## src/rtl/bsq_pkg.sv

```systemverilog
package bsq_pkg;

  // Width of the beat offset; four beats per burst.
  localparam int unsigned BEAT_W = 2;
  localparam int unsigned BEATS  = 1 << BEAT_W;

  typedef enum logic {
    ORD_LINEAR     = 1'b0,
    ORD_INTERLEAVE = 1'b1
  } order_e;

endpackage

```

## src/rtl/bsq_rst_sync.sv

```systemverilog
module bsq_rst_sync #(
  parameter int unsigned STAGES = 2
) (
  input  logic clk,
  input  logic rst_n_i,
  output logic rst_n_o
);

  logic [STAGES-1:0] sync_q;
  logic [STAGES-1:0] sync_d;

  always_comb begin
    sync_d = {sync_q[STAGES-2:0], 1'b1};
  end

  always_ff @(posedge clk or negedge rst_n_i) begin
    if (!rst_n_i) begin
      sync_q <= '0;
    end else begin
      sync_q <= sync_d;
    end
  end

  assign rst_n_o = sync_q[STAGES-1];

endmodule

```

## src/rtl/bsq_load_ctl.sv

```systemverilog
module bsq_load_ctl
  import bsq_pkg::*;
#(
  parameter int unsigned ADDR_W = 16,
  localparam int unsigned UP_W  = ADDR_W - BEAT_W
) (
  input  logic              clk,
  input  logic              rst_n,
  input  logic              strb_a_i,
  input  logic              strb_b_i,
  input  logic [ADDR_W-1:0] addr_i,
  output logic              load_o,
  output logic              active_o,
  output logic [BEAT_W-1:0] start_o,
  output logic [UP_W-1:0]   upper_o
);

  logic              active_q, active_d;
  logic [BEAT_W-1:0] start_q,  start_d;
  logic [UP_W-1:0]   upper_q,  upper_d;
  logic              load;

  // Either strobe loads a new burst.
  assign load = strb_a_i | strb_b_i;

  always_comb begin
    active_d = active_q;
    start_d  = start_q;
    upper_d  = upper_q;
    if (load) begin
      active_d = 1'b1;
      start_d  = addr_i[BEAT_W-1:0];
      upper_d  = addr_i[ADDR_W-1:BEAT_W];
    end
  end

  always_ff @(posedge clk or negedge rst_n) begin
    if (!rst_n) begin
      active_q <= 1'b0;
      start_q  <= '0;
      upper_q  <= '0;
    end else begin
      active_q <= active_d;
      if (load) begin
        start_q <= start_d;
        upper_q <= upper_d;
      end
    end
  end

  assign load_o   = load;
  assign active_o = active_q;
  assign start_o  = start_q;
  assign upper_o  = upper_q;

  AST_UPPER_HELD: assert property (@(posedge clk) disable iff (!rst_n)
    !load |=> $stable(upper_q));

  AST_LOAD_CAPTURE: assert property (@(posedge clk) disable iff (!rst_n)
    load |=> (start_q == $past(addr_i[BEAT_W-1:0])) && active_q);

endmodule

```

## src/rtl/bsq_beat_cnt.sv

```systemverilog
module bsq_beat_cnt
  import bsq_pkg::*;
(
  input  logic              clk,
  input  logic              rst_n,
  input  logic              load_i,
  input  logic              active_i,
  input  logic              adv_n_i,
  output logic [BEAT_W-1:0] beat_o
);

  logic [BEAT_W-1:0] beat_q, beat_d;
  logic              step;

  // Advance counts only inside a burst; a load always wins.
  assign step = active_i & ~adv_n_i & ~load_i;

  always_comb begin
    beat_d = beat_q;
    if (load_i) begin
      beat_d = '0;
    end else if (step) begin
      beat_d = beat_q + BEAT_W'(1);
    end
  end

  always_ff @(posedge clk or negedge rst_n) begin
    if (!rst_n) begin
      beat_q <= '0;
    end else if (load_i || step) begin
      beat_q <= beat_d;
    end
  end

  assign beat_o = beat_q;

  AST_LOAD_WINS: assert property (@(posedge clk) disable iff (!rst_n)
    load_i |=> beat_q == '0);

  AST_STEP_ONE: assert property (@(posedge clk) disable iff (!rst_n)
    (active_i && !adv_n_i && !load_i) |=> beat_q == $past(beat_q) + BEAT_W'(1));

  AST_NO_IDLE_STEP: assert property (@(posedge clk) disable iff (!rst_n)
    (!active_i && !load_i) |=> beat_q == '0);

endmodule

```

## src/rtl/bsq_ofs_map.sv

```systemverilog
module bsq_ofs_map
  import bsq_pkg::*;
(
  input  logic [BEAT_W-1:0] start_i,
  input  logic [BEAT_W-1:0] beat_i,
  input  logic              order_sel_i,
  output logic [BEAT_W-1:0] ofs_o
);

  logic [BEAT_W-1:0] lin_ofs;
  logic [BEAT_W-1:0] ilv_ofs;
  order_e            order;

  assign order = order_e'(order_sel_i);

  // Linear order: add modulo the burst length, carry dropped.
  assign lin_ofs = start_i + beat_i;

  // Interleaved order: one XOR per offset bit.
  for (genvar b = 0; b < BEAT_W; b++) begin : g_ilv
    assign ilv_ofs[b] = start_i[b] ^ beat_i[b];
  end

  always_comb begin
    unique case (order)
      ORD_LINEAR:     ofs_o = lin_ofs;
      ORD_INTERLEAVE: ofs_o = ilv_ofs;
      default:        ofs_o = lin_ofs;
    endcase
  end

  AST_BEAT0_IS_START: assert final (beat_i != '0 || ofs_o == start_i);

endmodule

```

## src/rtl/burst_addr_seq.sv

```systemverilog
module burst_addr_seq
  import bsq_pkg::*;
#(
  parameter int unsigned ADDR_W    = 16,
  parameter int unsigned SYNC_STGS = 2,
  localparam int unsigned UP_W     = ADDR_W - BEAT_W
) (
  input  logic              clk,
  input  logic              rst_n,
  input  logic              strb_a_i,
  input  logic              strb_b_i,
  input  logic [ADDR_W-1:0] start_addr_i,
  input  logic              adv_n_i,
  input  logic              order_sel_i,
  output logic [1:0]        beat_ofs_o,
  output logic [ADDR_W-1:0] burst_addr_o
);

  logic              rst_sync_n;
  logic              load;
  logic              active;
  logic [BEAT_W-1:0] start;
  logic [UP_W-1:0]   upper;
  logic [BEAT_W-1:0] beat;
  logic [BEAT_W-1:0] ofs;

  bsq_rst_sync #(.STAGES(SYNC_STGS)) u_rst (
    .clk     (clk),
    .rst_n_i (rst_n),
    .rst_n_o (rst_sync_n)
  );

  bsq_load_ctl #(.ADDR_W(ADDR_W)) u_load (
    .clk      (clk),
    .rst_n    (rst_sync_n),
    .strb_a_i (strb_a_i),
    .strb_b_i (strb_b_i),
    .addr_i   (start_addr_i),
    .load_o   (load),
    .active_o (active),
    .start_o  (start),
    .upper_o  (upper)
  );

  bsq_beat_cnt u_cnt (
    .clk      (clk),
    .rst_n    (rst_sync_n),
    .load_i   (load),
    .active_i (active),
    .adv_n_i  (adv_n_i),
    .beat_o   (beat)
  );

  bsq_ofs_map u_map (
    .start_i     (start),
    .beat_i      (beat),
    .order_sel_i (order_sel_i),
    .ofs_o       (ofs)
  );

  assign beat_ofs_o   = ofs;
  assign burst_addr_o = {upper, ofs};

  AST_LOAD_OFS: assert property (@(posedge clk) disable iff (!rst_sync_n)
    (strb_a_i || strb_b_i) |=> beat_ofs_o == $past(start_addr_i[1:0]));

  AST_HOLD_NO_ADV: assert property (@(posedge clk) disable iff (!rst_sync_n)
    (!strb_a_i && !strb_b_i && adv_n_i) |=> $stable(burst_addr_o));

  AST_NO_CARRY: assert property (@(posedge clk) disable iff (!rst_sync_n)
    (!strb_a_i && !strb_b_i) |=> $stable(burst_addr_o[ADDR_W-1:2]));

  AST_RESET_ZERO: assert property (@(posedge clk)
    !rst_sync_n |-> burst_addr_o == '0);

endmodule

```

## config.mk

```make
export PLATFORM = sky130hd
export DESIGN_NAME = burst_addr_seq
export DESIGN_NICKNAME = d
export VERILOG_FILES = /design/src/rtl/bsq_pkg.sv /design/src/rtl/bsq_rst_sync.sv /design/src/rtl/bsq_load_ctl.sv /design/src/rtl/bsq_beat_cnt.sv /design/src/rtl/bsq_ofs_map.sv /design/src/rtl/burst_addr_seq.sv
export SDC_FILE = /design/constraint.sdc
export NUM_CORES = 1
export LEC_CHECK = 0
export BUFFER_PORTS_ARGS = -buffer_cell sky130_fd_sc_hd__buf_2
export CORE_MARGIN = 4
export CORE_UTILIZATION = 40
export DETAILED_ROUTE_END_ITERATION = 10
export PLACE_DENSITY = 0.75
export SKIP_LAST_GASP = 1
export SLEW_MARGIN = 5
export SYNTH_ARGS = -nofsm -noshare
export SYNTH_HDL_FRONTEND = slang
export SYNTH_SLANG_ARGS = --single-unit
```

## constraint.sdc

```tcl
create_clock -name clk -period 0.9 [get_ports clk]
set_input_delay 0.045 -clock clk [delete_from_list [all_inputs] [get_ports clk]]
set_output_delay 0.045 -clock clk [all_outputs]
set_load 0.005 [all_outputs]
```

# After elaboration in Yosys (flattened, before gate mapping)

Cells that the tools add are included.

Word-level logic and storage cells: 21
Input bits: 22
Register bits: 21
Output and inout port bits: 18

Multiplexer cells: 3
Reduce and logical (&&, ||, !) cells: 3
Add/sub/neg operators: 2
Bitwise operators: 8

Operator list:

| operator                                                       | count |
|---|---|
| 2-bit 2-to-1 mux                                               | 2 |
| 2-bit one-hot mux with 2 select lines                          | 1 |
| 1-bit NOT                                                      | 3 |
| 2-bit by 1-bit adder with 2-bit output (second input constant) | 1 |
| 2-bit adder                                                    | 1 |
| 1-bit AND                                                      | 2 |
| 2-bit AND reduction                                            | 1 |
| 2-bit nonzero test                                             | 1 |
| 1-bit bitwise XOR                                              | 2 |
| 1-bit logical OR                                               | 1 |
| 1-bit bitwise OR                                               | 1 |

# Longest topological paths before layout

Gate-level depths: netlist (run 1).

Depth in word-level cells: 5
Depth in mapped cells: 4
Gate-level depth less buffers: 3

# Modules after synthesis

Synthesis (run 1) repeated with hierarchy kept, for this count alone.

Cells, all modules: 54
Area total of the unflattened synthesis: 878.3 um^2

Modules (own cells, without submodules):

| module         | cells each | instances | area an instance (um^2) | sequential area each (um^2) |
|---|---|---|---|---|
| bsq_load_ctl   | 37         | 1         | 681.9                   | 425.4 |
| bsq_beat_cnt   | 8          | 1         | 91.3                    | 50.0 |
| bsq_rst_sync   | 3          | 1         | 53.8                    | 50.0 |
| bsq_ofs_map    | 4          | 1         | 36.3                    | 0.0 |
| burst_addr_seq | 2          | 1         | 15.0                    | 0.0 |

# Worst setup path before layout (run 1)

OpenSTA, ideal clock, no wires.

Path kind: reg-to-output
Start: register u_cnt.beat_q[0], in the netlist u_cnt.beat_o[0]
End: output port burst_addr_o[1]
Cell stages (with the launch flop): 5
Path slack: -0.166 ns
Data arrival time: 1.021 ns
Buffers on the path: 1
Data required time: 0.855 ns
Cell sequence: dfrtp_1 -> ha_1 -> nor2b_1 -> xnor2_1 -> buf_4

Word-level cells in the longest chain between the ends: 2

Ends and longest elaborated chain:

| element                               | RTL line             | RTL |
|---|---|---|
| start, declared                       | bsq_beat_cnt.sv:12   | `logic [BEAT_W-1:0] beat_q, beat_d;` |
| start signal, assigned                | bsq_beat_cnt.sv:31   | `beat_q <= beat_d;` |
| 2-bit adder                           | bsq_ofs_map.sv:17    | `assign lin_ofs = start_i + beat_i;` |
| 2-bit one-hot mux with 2 select lines | bsq_ofs_map.sv:25    | `unique case (order)` |
| end, declared                         | burst_addr_seq.sv:16 | `output logic [ADDR_W-1:0] burst_addr_o` |

No other way between the ends.

# Worst setup path in the final report (run 1)

Same ends and word-level chain as after synthesis.

==> results.ini, run 1 <==
[synthesis]
synth_ff_type = dfrtp_1
avgSynthCellArea_um2 = 16.6
synth_edf_count = 0
ys_ff_latch = 21
yosys-top-cells-area = dfrtp_1 60%, mux2_4 17%, mux2_2 7.7%
yosysSeqAreaShare = 0.598
yosysWarnings = 0
yosysMostFrequentCell = dfrtp_1
synth_common_cells = 21 x dfrtp_1, 10 x mux2_4, 6 x mux2_2
syn_area_um2 = 878
syn_inst = 53
synth_area_leader_cell = dfrtp_1
synth_nets = 76
netlist.area_leader.share = 0.598
synth.distinct_cells = 14
async_flop_share = 1.00

[setup_path]
r2r-start = u_cnt.beat_o[0]
cp-start-kind = register
reg2reg_to = u_cnt.beat_o[1]
timing.setup.critical_path_class = reg -> out
cp-startpoint = u_cnt.beat_o[0]
cp_max_fo = 2
rrSetupSlack_ns = -0.07
endpoint_kind = output port
critPathSlowestCell = dfrtp_1
arrival_ns = 1.26
worstPathRequired_ns = 0.85
r2r_cells = 4
worstPathCellList = ha_2 -> nor2b_4 -> xnor2_2 -> buf_2
critPathMaxStageDelay_ns = 0.41

[floorplanning]
fp.dieW_um = 54.9
coreArea_um2 = 2020
io_pins = 40
dieArea_um2 = 3010
initial_utilization = 0.434
rows = 16
fp.dieH_um = 54.9

[sta]
setup_ws_ns = -0.409
slew_viol_final = 0
hold_ws_ns = 0.0346
finalCriticalPeriod_ns = 1.31
period_share = 1.45
rsz0062_at_grt = true
finalHoldViolations = 0
max_freq_ghz = 0.764
finalSetupViolations = 5
final.setup_skew_ns = 0.00297

[route]
route.detailed.drc = 0
postRouteAntennaNets = 0
viasPerCell = 4.43
wl_per_cell_um = 12.5
drt_first_pass_iters = 2
drtIter0Drc = 4
vias = 656
wirelength_mm = 1.85

[final_layout]
final_core_utilization = 0.707
drive_gt1_frac = 0.653
nFillCells = 145
nNetsFinal = 145
antenna_cells = 0
syn_to_final_growth_pct = 62.8

[status]
violations = setup timing
outcome = finished, violations left

[cts]
cts_made_buffers = 3
clkSinkCount = 21
cts_tree = yes
htree_levels = 1
clock_latency_ns = 0.30
clk_pin_slew_ns = 0.12
cts-root-buf = clkbuf_4
clk_path_buf_depth = 2

[hold_path]
hold_path_depth = 3
min_path_type = in -> reg
holdPathEnd = u_cnt.beat_o[0]
min_from = strb_a_i

[power]
peakVddDrop_mv = 0.837
p_leak_nw = 0.705
total_power_mw = 1.93
power-per-cell-area_nw_per_um2 = 1350

[run]
cap_violations = 0

[global_routing]
grt_overflow = 0
grt_pass1_vias = 679
grt_usage = 0.140
antenna_found_initial = 0
grt_pass1_wl_mm = 2.93
grt_max_degree = 13

[place]
hpwl_mm = 1.34
port_buffers = 39
gp_congestion = 0.726

## worst max-delay path by stage
| stage | end | slack [ns] |
|---|---|---|
| 2_1_floorplan | burst_addr_o[1] | -0.12 |
| 3_3_place_gp | beat_ofs_o[1] | -0.06 |
| 3_5_place_dp | burst_addr_o[1] | -0.11 |
| 4_1_cts | burst_addr_o[1] | -0.42 |
| 5_1_grt | beat_ofs_o[1] | -0.48 |
| 6_report | burst_addr_o[1] | -0.41 |
## timing repair
action,4_1_cts,5_1_grt
hold buffers,17,0
pin swaps,4,4
endpoints found under the hold margin,18,0
gates resized for setup,0,6
setup buffers,1,3
setup endpoints to repair,5,21
## per-stage QoR
stage / setup WS (ns) / cell area (um2) / instances / setup TNS (ns)
floorplan: -0.125 / 900 / 53 / -0.125
global placement: -0.0638 / 1180 / 124 / -0.400
detailed placement: -0.106 / 1180 / 124 / -0.551
CTS: -0.424 / 1380 / 145 / -1.55
global route: -0.481 / 1430 / 148 / -2.02
finish: -0.409 / 1430 / 148 / -1.46
## flip-flops by register name, indices dropped and copies added (netlist names)
register and flops:
u_load.upper_o 14, u_load.active_o 1, u_cnt.beat_o 2, u_load.start_o 2
u_rst.sync_q 2
## per-layer routing
metal  vias up  track usage  part of all wire
met4         0       0.0622            0.0086
met1       322        0.163              0.38
met2        20        0.248              0.55
met3         2       0.0245             0.055
li1        312            -                 -
met5         -            0                 0
## critical path, delay by kind of cell (launching register included)
family	cells	cell delay [ns]
xor gates and xnor gates	1	0.12
adders and majority gates	1	0.17
DFF	1	0.41
and+or+nand+nor	1	0.13
buffers and inverters	1	0.13
## layout by cell type, fill, tap and decap left out, drive strengths merged
cell type,Yosys,routed
ha,1,1
xor2,1,1
buf,3,50
nor2,1,1
dlygate4sd3,0,17
xnor2,3,3
clkinv,0,1
or3,1,1
nor3,2,2
nor2b,2,2
conb,1,1
dfrtp,21,21
mux2,16,16
clkbuf,0,3
nand3b,1,1
## cell families (layout without fill, tap and decap cells)
group	Yosys count	after routing	synth area share
mux	16	16	0.248
fa+ha+maj	1	1	0.0142
flops	21	21	0.598
other cells	1	1	0.00427
xor+xnor	4	4	0.0399
buf+inv	3	71	0.0399
simple gates	7	7	0.0556
## power by group
group | internal [mW] | leakage [nW] | switching, mW
Sequential | 1.01 | 0.246 | 0.0412
Combinational | 0.283 | 0.441 | 0.141
Clock | 0.165 | 0.0177 | 0.285
Total | 1.46 | 0.705 | 0.467
## final cells by class
type                    count  area, um2  share of cell area
clock buffers               3       22.5              0.0157
clock inverters             1       5.00             0.00350
multi-input cells          29        367               0.256
flip-flops and latches     21        526               0.367
well taps                  27       33.8              0.0236
repair buffers             67        477               0.333
No activity file was read; power rests on OpenSTA's default activity.
==> run 2: changes to the inputs <==
- CORE_UTILIZATION: 40 -> 35
- PLACE_DENSITY: 0.75 -> 0.67
==> run 2 against run 1 <==
The flow still finishes with violations (setup timing). Sequential power hardly changed. Combinational power is 5.0% lower. Global-route usage is 2.0 points lower. Utilization is 10 points lower. Worst hold slack better by 0.0029 ns. Via count is 3.0% lower. Die area is 12% higher. Wire length is 2.5% lower. Highest routed layer unchanged.
==> results.ini, run 2 (synthesized netlist as in run 1, its figures left out) <==
[route]
wl_per_cell_um = 12.4  ; -1.2%
postRouteAntennaNets = 0  ; unchanged
viasPerCell = 4.36  ; -1.7%
drtIter0Drc = 3  ; -1
route.detailed.drc = 0  ; unchanged
drt_first_pass_iters = 2  ; unchanged
vias = 636  ; -3.0%
wirelength_mm = 1.81  ; -2.5%

[cts]
cts_tree = yes
clkSinkCount = 21  ; unchanged
cts-root-buf = clkbuf_4
cts_made_buffers = 3  ; unchanged
clk_pin_slew_ns = 0.11  ; about the same
htree_levels = 1  ; unchanged
clk_path_buf_depth = 2  ; unchanged
clock_latency_ns = 0.30  ; about the same

[setup_path]
cp.buffers_inverters = 1  ; unchanged
worstPathRequired_ns = 0.85  ; about the same
cp-start-kind = register
critPathMaxStageDelay_ns = 0.40  ; about the same
cp_top_family = flip-flops
cp_max_fo = 2  ; unchanged
timing.setup.critical_path_class = reg -> out
critPathSlowestCell = dfrtp_1
arrival_ns = 1.25  ; about the same
worstPathCellList = ha_2 -> nor2b_4 -> xnor2_2 -> buf_2
endpoint_kind = output port

[sta]
period_share = 1.44  ; -0.0179
final.setup_skew_ns = 0.000760  ; -0.00221 ns
max_freq_ghz = 0.774  ; +1.2%
rsz0062_at_grt = true
finalSetupTns_ns = -1.38  ; +0.0824 ns
finalSetupViolations = 5  ; unchanged
finalHoldViolations = 0  ; unchanged
slew_viol_final = 0  ; unchanged
setup_ws_ns = -0.392  ; +0.0161 ns
finalCriticalPeriod_ns = 1.29  ; -0.0161 ns

[power]
p_leak_nw = 0.671  ; -4.8%
peakVddDrop_mv = 1.39  ; +66%
total_power_mw = 1.89  ; -1.7%
power-per-cell-area_nw_per_um2 = 1370  ; +1.5%

[global_routing]
antenna_found_initial = 0  ; unchanged
grt_pass1_wl_mm = 2.99  ; +1.9%
grt_usage = 0.120  ; -0.0204
grt_pass1_vias = 645  ; -5.0%
grt_overflow = 0  ; unchanged
grt_max_degree = 20  ; +7

[hold_path]
min_path_type = in -> async

[final_layout]
largest_reg_flops = 14  ; unchanged
fin_area_um2 = 1380  ; -3.2%
drive_gt1_frac = 0.610  ; -0.0427
instances_no_fill = 146  ; -1.4%
syn_to_final_growth_pct = 57.6
antenna_cells = 0  ; unchanged
nNetsFinal = 142  ; -2.1%
final_cell_mix = 39 x buf_2, 21 x dfrtp_1, 17 x dlygate4sd3_1
final_common_cell = buf_2

[floorplanning]
io_pins = 40  ; unchanged
dieArea_um2 = 3380  ; +12%
initial_utilization = 0.382  ; -0.0521
fp.dieW_um = 58.1  ; +5.9%
coreArea_um2 = 2300  ; +14%
rows = 17  ; +1
fp.dieH_um = 58.1  ; +5.9%

[place]
gp_congestion = 0.616  ; -15%
port_buffers = 39  ; unchanged
dpl_worst_slack_ns = -0.0976  ; +0.00841 ns
hpwl_mm = 1.34  ; about the same
place_inst = 124  ; unchanged
dpl-instance-area_um2 = 1170  ; -0.53%

[status]
violations = setup timing
outcome = finished, violations left

[run]
cap_violations = 0  ; unchanged

## run 2: worst reg2reg max path, delay by kind of cell (launching register included)
family        cells  cell delay, ns
flops             1            0.40
xor+xnor          1            0.16
simple gates      2            0.15
buf+inv           1            0.14
## run 2: layout make-up
cell class                      count  area [um2]
Sequential cell                    21         526
Multi-Input combinational cell     29         347
Fill cell                         197         913
Timing Repair Buffer               64         450
Clock buffer                        4        26.3
Tap cell                           28        35.0
## run 2: worst paths after layout
| check | startpoint | end | slack [ns] | cells past startpoint |
|---|---|---|---|---|
| setup / recovery | u_load.start_o[0] | burst_addr_o[1] | -0.39 | 4 |
| setup reg to reg | u_cnt.beat_o[0] | u_cnt.beat_o[1] | -0.05 | 4 |
| max in group asynchronous | u_rst.sync_q[1] | u_load.upper_o[8] | 0.50 | 1 |
| hold / removal | rst_n | u_rst.sync_q[0] | 0.04 | 2 |
| min in group clk | strb_a_i | u_cnt.beat_o[0] | 0.04 | 3 |
| hold reg to reg | u_rst.sync_q[1] | u_load.upper_o[2] | 0.20 | 1 |
## run 2: where the power goes
part | internal, mW | switching, mW | total, mW
sequential | 1.01 | 0.0354 | 1.05
combinational | 0.266 | 0.138 | 0.403
clock | 0.173 | 0.271 | 0.444
## run 2: stage by stage
stage	utilization	hold WS, ns
2_1_floorplan	-	-0.251
3_3_place_gp	0.510	-0.170
3_5_place_dp	0.510	-0.168
4_1_cts	0.596	0.0251
5_1_grt	0.602	0.0292
6_report	0.602	0.0375
## run 2: metal layers
layer,wire (um),share of wire,global-route usage,up-vias
met5,0,0,0,-
met4,11,0.0061,0.0298,0
met3,124,0.069,0.0490,2
met2,954,0.53,0.202,23
met1,714,0.40,0.142,303
li1,-,-,-,308
## run 2: what timing repair did
item                                   in CTS  in global routing
hold buffers                               17                  0
setup buffers                               1                  2
pin swaps                                   4                  3
resized for setup                           0                  1
setup endpoints to repair                   5                 21
endpoints found under the hold margin      18                  0
